==> config.mk <==
export PLATFORM = sky130hd
export DESIGN_NAME = syn_tern_bank
export DESIGN_NICKNAME = d
export VERILOG_FILES = /design/src/rtl/syn_tern_pkg.sv /design/src/rtl/syn_tern_clamp.sv /design/src/rtl/syn_tern_arb.sv /design/src/rtl/syn_tern_store.sv /design/src/rtl/syn_tern_bank.sv
export SDC_FILE = /design/constraint.sdc
export NUM_CORES = 1
export LEC_CHECK = 0
export ABC_AREA = 1
export ABC_CLOCK_PERIOD_IN_PS = 3080
export CORE_MARGIN = 1.5
export CORE_UTILIZATION = 50
export DETAILED_ROUTE_END_ITERATION = 8
export HOLD_SLACK_MARGIN = 0.1
export PLACE_DENSITY = 0.73
export SLEW_MARGIN = 15
export SYNTH_ARGS = -nofsm -noshare
export SYNTH_HDL_FRONTEND = slang
export SYNTH_SLANG_ARGS = --single-unit
==> constraint.sdc <==
create_clock -name clk -period 3.08 [get_ports clk]
set_clock_uncertainty 0.1 [all_clocks]
set_input_delay 0.616 -clock clk [delete_from_list [all_inputs] [get_ports clk]]
set_output_delay 0.616 -clock clk [all_outputs]
set_load 0.05 [all_outputs]
==> src/rtl/syn_tern_pkg.sv <==
package syn_tern_pkg;

   // Two-bit internal code for a ternary weight: {negative, nonzero}
   typedef logic [1:0] tern_code_t;

   localparam tern_code_t TC_ZERO = 2'b00;
   localparam tern_code_t TC_POS  = 2'b01;
   localparam tern_code_t TC_NEG  = 2'b11;

   // Priority selection for same-entry collisions
   localparam bit PRIO_HOST  = 1'b1;
   localparam bit PRIO_LEARN = 1'b0;

endpackage

==> src/rtl/syn_tern_clamp.sv <==
module syn_tern_clamp
   import syn_tern_pkg::*;
#(
   parameter int W = 4
) (
   input  logic [W-1:0] raw,
   output tern_code_t   code
);

   logic is_zero;
   logic is_neg;

   assign is_zero = (raw == '0);
   assign is_neg  = raw[W-1];

   always_comb begin
      if (is_zero)     code = TC_ZERO;
      else if (is_neg) code = TC_NEG;
      else             code = TC_POS;
   end

endmodule

==> src/rtl/syn_tern_arb.sv <==
module syn_tern_arb
   import syn_tern_pkg::*;
#(
   parameter int N          = 16,
   parameter int IDX_W      = 4,
   parameter bit HOST_FIRST = PRIO_HOST
) (
   input  logic                   host_we,
   input  logic [IDX_W-1:0]       host_idx,
   input  tern_code_t             host_code,
   input  logic                   learn_we,
   input  logic [IDX_W-1:0]       learn_idx,
   input  tern_code_t             learn_code,
   output logic [N-1:0]           wr_en,
   output logic [N-1:0][1:0]      wr_code
);

   genvar gi;
   generate
      for (gi = 0; gi < N; gi++) begin : g_entry
         logic host_hit;
         logic learn_hit;

         assign host_hit  = host_we  && (host_idx  == IDX_W'(gi));
         assign learn_hit = learn_we && (learn_idx == IDX_W'(gi));
         assign wr_en[gi] = host_hit | learn_hit;

         if (HOST_FIRST) begin : g_host_wins
            assign wr_code[gi] = host_hit ? host_code : learn_code;
         end else begin : g_learn_wins
            assign wr_code[gi] = learn_hit ? learn_code : host_code;
         end
      end
   endgenerate

endmodule

==> src/rtl/syn_tern_store.sv <==
module syn_tern_store
   import syn_tern_pkg::*;
#(
   parameter int N       = 16,
   parameter int W       = 4,
   parameter int IDX_W   = 4,
   parameter bit COMPACT = 1'b1
) (
   input  logic                 clk,
   input  logic                 rst_n,
   input  logic [N-1:0]         wr_en,
   input  logic [N-1:0][1:0]    wr_code,
   input  logic [IDX_W-1:0]     rd_idx,
   output logic [W-1:0]         rd_val
);

   function automatic logic [W-1:0] expand(input tern_code_t c);
      expand = {{(W-1){c == TC_NEG}}, (c != TC_ZERO)};
   endfunction

   logic [N-1:0][W-1:0] view;

   genvar gi;
   generate
      for (gi = 0; gi < N; gi++) begin : g_cell
         if (COMPACT) begin : g_code
            tern_code_t cell_q;
            always_ff @(posedge clk or negedge rst_n) begin
               if (!rst_n)          cell_q <= TC_ZERO;
               else if (wr_en[gi])  cell_q <= wr_code[gi];
            end
            assign view[gi] = expand(cell_q);
         end else begin : g_wide
            logic [W-1:0] val_q;
            always_ff @(posedge clk or negedge rst_n) begin
               if (!rst_n)          val_q <= '0;
               else if (wr_en[gi])  val_q <= expand(wr_code[gi]);
            end
            assign view[gi] = val_q;
         end
      end
   endgenerate

   assign rd_val = view[rd_idx];

endmodule

==> src/rtl/syn_tern_bank.sv <==
module syn_tern_bank
   import syn_tern_pkg::*;
#(
   parameter int NUM_ENTRIES   = 16,
   parameter int WEIGHT_W      = 4,
   parameter bit HOST_FIRST    = PRIO_HOST,
   parameter bit COMPACT_STORE = 1'b1,
   localparam int IDX_W        = $clog2(NUM_ENTRIES)
) (
   input  logic                clk,
   input  logic                rst_n,
   input  logic                host_we,
   input  logic [IDX_W-1:0]    host_idx,
   input  logic [WEIGHT_W-1:0] host_val,
   input  logic                learn_we,
   input  logic [IDX_W-1:0]    learn_idx,
   input  logic [WEIGHT_W-1:0] learn_val,
   input  logic [IDX_W-1:0]    rd_idx,
   output logic [WEIGHT_W-1:0] rd_val
);

   generate
      if (NUM_ENTRIES < 2) begin : g_bad_depth
         $error("syn_tern_bank: NUM_ENTRIES must be at least 2");
      end
      if ((1 << IDX_W) != NUM_ENTRIES) begin : g_bad_pow2
         $error("syn_tern_bank: NUM_ENTRIES must be a power of two");
      end
      if (WEIGHT_W < 2) begin : g_bad_width
         $error("syn_tern_bank: WEIGHT_W must be at least 2 to hold -1");
      end
   endgenerate

   tern_code_t                   host_code;
   tern_code_t                   learn_code;
   logic [NUM_ENTRIES-1:0]       wr_en;
   logic [NUM_ENTRIES-1:0][1:0]  wr_code;

   syn_tern_clamp #(.W(WEIGHT_W)) u_clamp_host (
      .raw  (host_val),
      .code (host_code)
   );

   syn_tern_clamp #(.W(WEIGHT_W)) u_clamp_learn (
      .raw  (learn_val),
      .code (learn_code)
   );

   syn_tern_arb #(
      .N          (NUM_ENTRIES),
      .IDX_W      (IDX_W),
      .HOST_FIRST (HOST_FIRST)
   ) u_arb (
      .host_we    (host_we),
      .host_idx   (host_idx),
      .host_code  (host_code),
      .learn_we   (learn_we),
      .learn_idx  (learn_idx),
      .learn_code (learn_code),
      .wr_en      (wr_en),
      .wr_code    (wr_code)
   );

   syn_tern_store #(
      .N       (NUM_ENTRIES),
      .W       (WEIGHT_W),
      .IDX_W   (IDX_W),
      .COMPACT (COMPACT_STORE)
   ) u_store (
      .clk     (clk),
      .rst_n   (rst_n),
      .wr_en   (wr_en),
      .wr_code (wr_code),
      .rd_idx  (rd_idx),
      .rd_val  (rd_val)
   );

endmodule

==> results.txt <==
N_diodes: 0
Crit path from: rd_idx[0]
Final net count: 389
WHS Endpoint: u_store.g_cell[12].g_code.cell_q[0]
Die X: 69.05 um
Max reg flops: 32
Largest net degree at the start of global routing: 33
Final period utilization: 0.9197
Chip height: 69.05 um
#FFs+latches synth: 32
Routed wire length: 6148 um
Share of cells above drive strength 1: 0.06284
Max-cap violations: 0
Boundary pin count: 28
Critical path fanouts, max: 16
Most common cell after layout, fill and taps aside: nand3_1
Cell Pwr Density: 496.9 nW/um^2
Min-Delay Path Depth: 2
P&R area growth vs syn: 21.00%
Initial Utilization: 0.5337
Post-DRT Antenna Nets: 0
DR iter-0 viols: 161
Commonest cells after routing, fill and taps aside: 77 x nand3_1, 68 x nand2_1, 51 x nor2_1
Worst R2R Path Depth: 2
Crit path launch type: input port
Number of global-route vias before repair: 2,202
Syn Area/Cell: 6.529 sq um
CTS tree: done
Slew @ Worst Pin: 0.4307 ns
Total CTS buffers: 5
Gpl congestion: 0.9002
Cell Area, Synth: 2181 sq um
Yosys cell types: 18
CP Class: input port to output port
Grt total ovfl: 0
LEAKAGE: 0.001178 uW
Outcome: complete, no violations
Post-CTS Setup Inserts: 0
HP Class: flop to flop
Clk_lat worst skew: 0.28 ns
Reg2reg start: u_store.g_cell[13].g_code.cell_q[0]
Worst endpoint data arrival time: 2.12 ns
Syn Nets: 358
Max Root-Sink Buffers: 2
Final worst path period need: 2.833 ns
Setup TNS: 0 ns
First-pass DRT Iterations: 5
Cell row count: 23
Die Area: 4767 sq um
Resized cells post-CTS: 0
Aggregate global-route resource usage: 0.2748
IO Port Bufs: 27
Max Clk Rate: 0.3530 GHz
CTS Hold Bufs: 0
Unrepaired setup endpoints after global routing: false
Hold Startpoint: u_store.g_cell[12].g_code.cell_q[0]
CTS H-tree lvls: 2
Final hold vios: 0
HPWL Detailed: 4768 um
Post-Syn Instances: 334
Slew Limit Fails: 0
Critical path required time: 2.36 ns
Core footprint: 4086 sq um
Peak supply drop: 0.0002463 V
Clock sinks: 32
Top Registers: u_store.g_cell.g_code.cell_q (32)
R2r endpoint: u_store.g_cell[13].g_code.cell_q[0]
Final setup viols: 0
Vias: 2,387
Root Buffer: clkbuf_8
First-pass GRT wire length: 10,480 um
Initial antenna violation count: 0
R2R Setup Slk: 2.21 ns
Worst hold margin: 0.4113 ns
Tot Pwr: 1311 uW
Clock slew at the register clock pins of the worst setup and hold paths: 0.07 ns
Largest Register: u_store.g_cell.g_code.cell_q
YS warnings: 0
Post-synthesis sequential area ratio: 0.3672
Avg WL per Cell: 14.78 um
Slew HR: 0.7122
CP Capture Type: output port
Via density: 5.738
DRC violations left: 0
==> synthesized netlist by cell type, drive strengths merged <==
cell type  instances  area [sq um]
clkbuf             2         7.510
nor3               5         25.02
inv               38         142.6
nand2             68         255.2
nand4              2         12.51
o21ai             22         110.1
a31oi              1         6.260
a21oi              8         40.04
buf                9         60.05
nor2              52         197.7
nand3             78         395.4
dfrtp             32         800.8
o211ai            17         127.6
==> critical path, cell delays in order <==
cell and delay, ns:
clkdlybuf4s50_1 0.51, buf_4 0.21, nand3_1 0.09, nand3_1 0.09
nand3_1 0.08, nand2_1 0.07, nand2_1 0.04, nand2_1 0.22
buf_12 0.18
==> worst max-delay path by stage <==
stage                 to  slack [ns]  cells after the start
2_1_floorplan  rd_val[2]        0.46                     10
4_1_cts        rd_val[3]        0.25                      9
3_5_place_dp   rd_val[3]        0.25                      9
3_3_place_gp   rd_val[2]        0.26                      9
6_report       rd_val[3]        0.25                      9
5_1_grt        rd_val[1]        0.12                      9
==> power by group <==
| part | switching (uW) | internal, uW |
|---|---|---|
| clock network | 160 | 178 |
| logic | 196 | 160 |
| registers | 97.5 | 520 |
==> routing by layer <==
layer / share of wire / up-vias / GRT usage / wire, um
li1: - / 1177 / - / -
met1: 0.42 / 1074 / 0.3756 / 2566
met2: 0.46 / 122 / 0.4412 / 2825
met3: 0.10 / 14 / 0.05117 / 630
met4: 0.020 / 0 / 0.08715 / 125
met5: 0 / - / 0 / 0
==> final cells by class <==
| class | count | area [sq um] |
|---|---|---|
| Inverter | 38 | 142.6 |
| Multi-Input combinational cell | 253 | 1170 |
| Clock inverter | 2 | 10.01 |
| Timing Repair Buffer | 35 | 370.4 |
| Sequential cell | 32 | 800.8 |
| Clock buffer | 6 | 82.58 |
| Fill cell | 381 | 1448 |
| Tap cell | 50 | 62.56 |
==> kinds of logic (layout without fill, tap and decap cells) <==
kind of cell    after synthesis  count (layout)  synth area share
compound gates               48              48            0.1302
flops                        32              32            0.3672
buf+inv                      49              81           0.09638
simple gates                205             205            0.4062
==> per-stage QoR <==
| stage | utilization | setup WS, ns | instances | cell area (sq um) |
|---|---|---|---|---|
| finish | 0.6457 | 0.2473 | 416 | 2639 |
| floorplan | - | 0.4553 | 334 | 2181 |
| CTS | 0.6457 | 0.2453 | 416 | 2639 |
| detailed placement | 0.6231 | 0.2522 | 408 | 2546 |
| global placement | 0.6231 | 0.2622 | 408 | 2546 |
| global route | 0.6457 | 0.1177 | 416 | 2639 |
No activity file was read; power rests on OpenSTA's default activity.
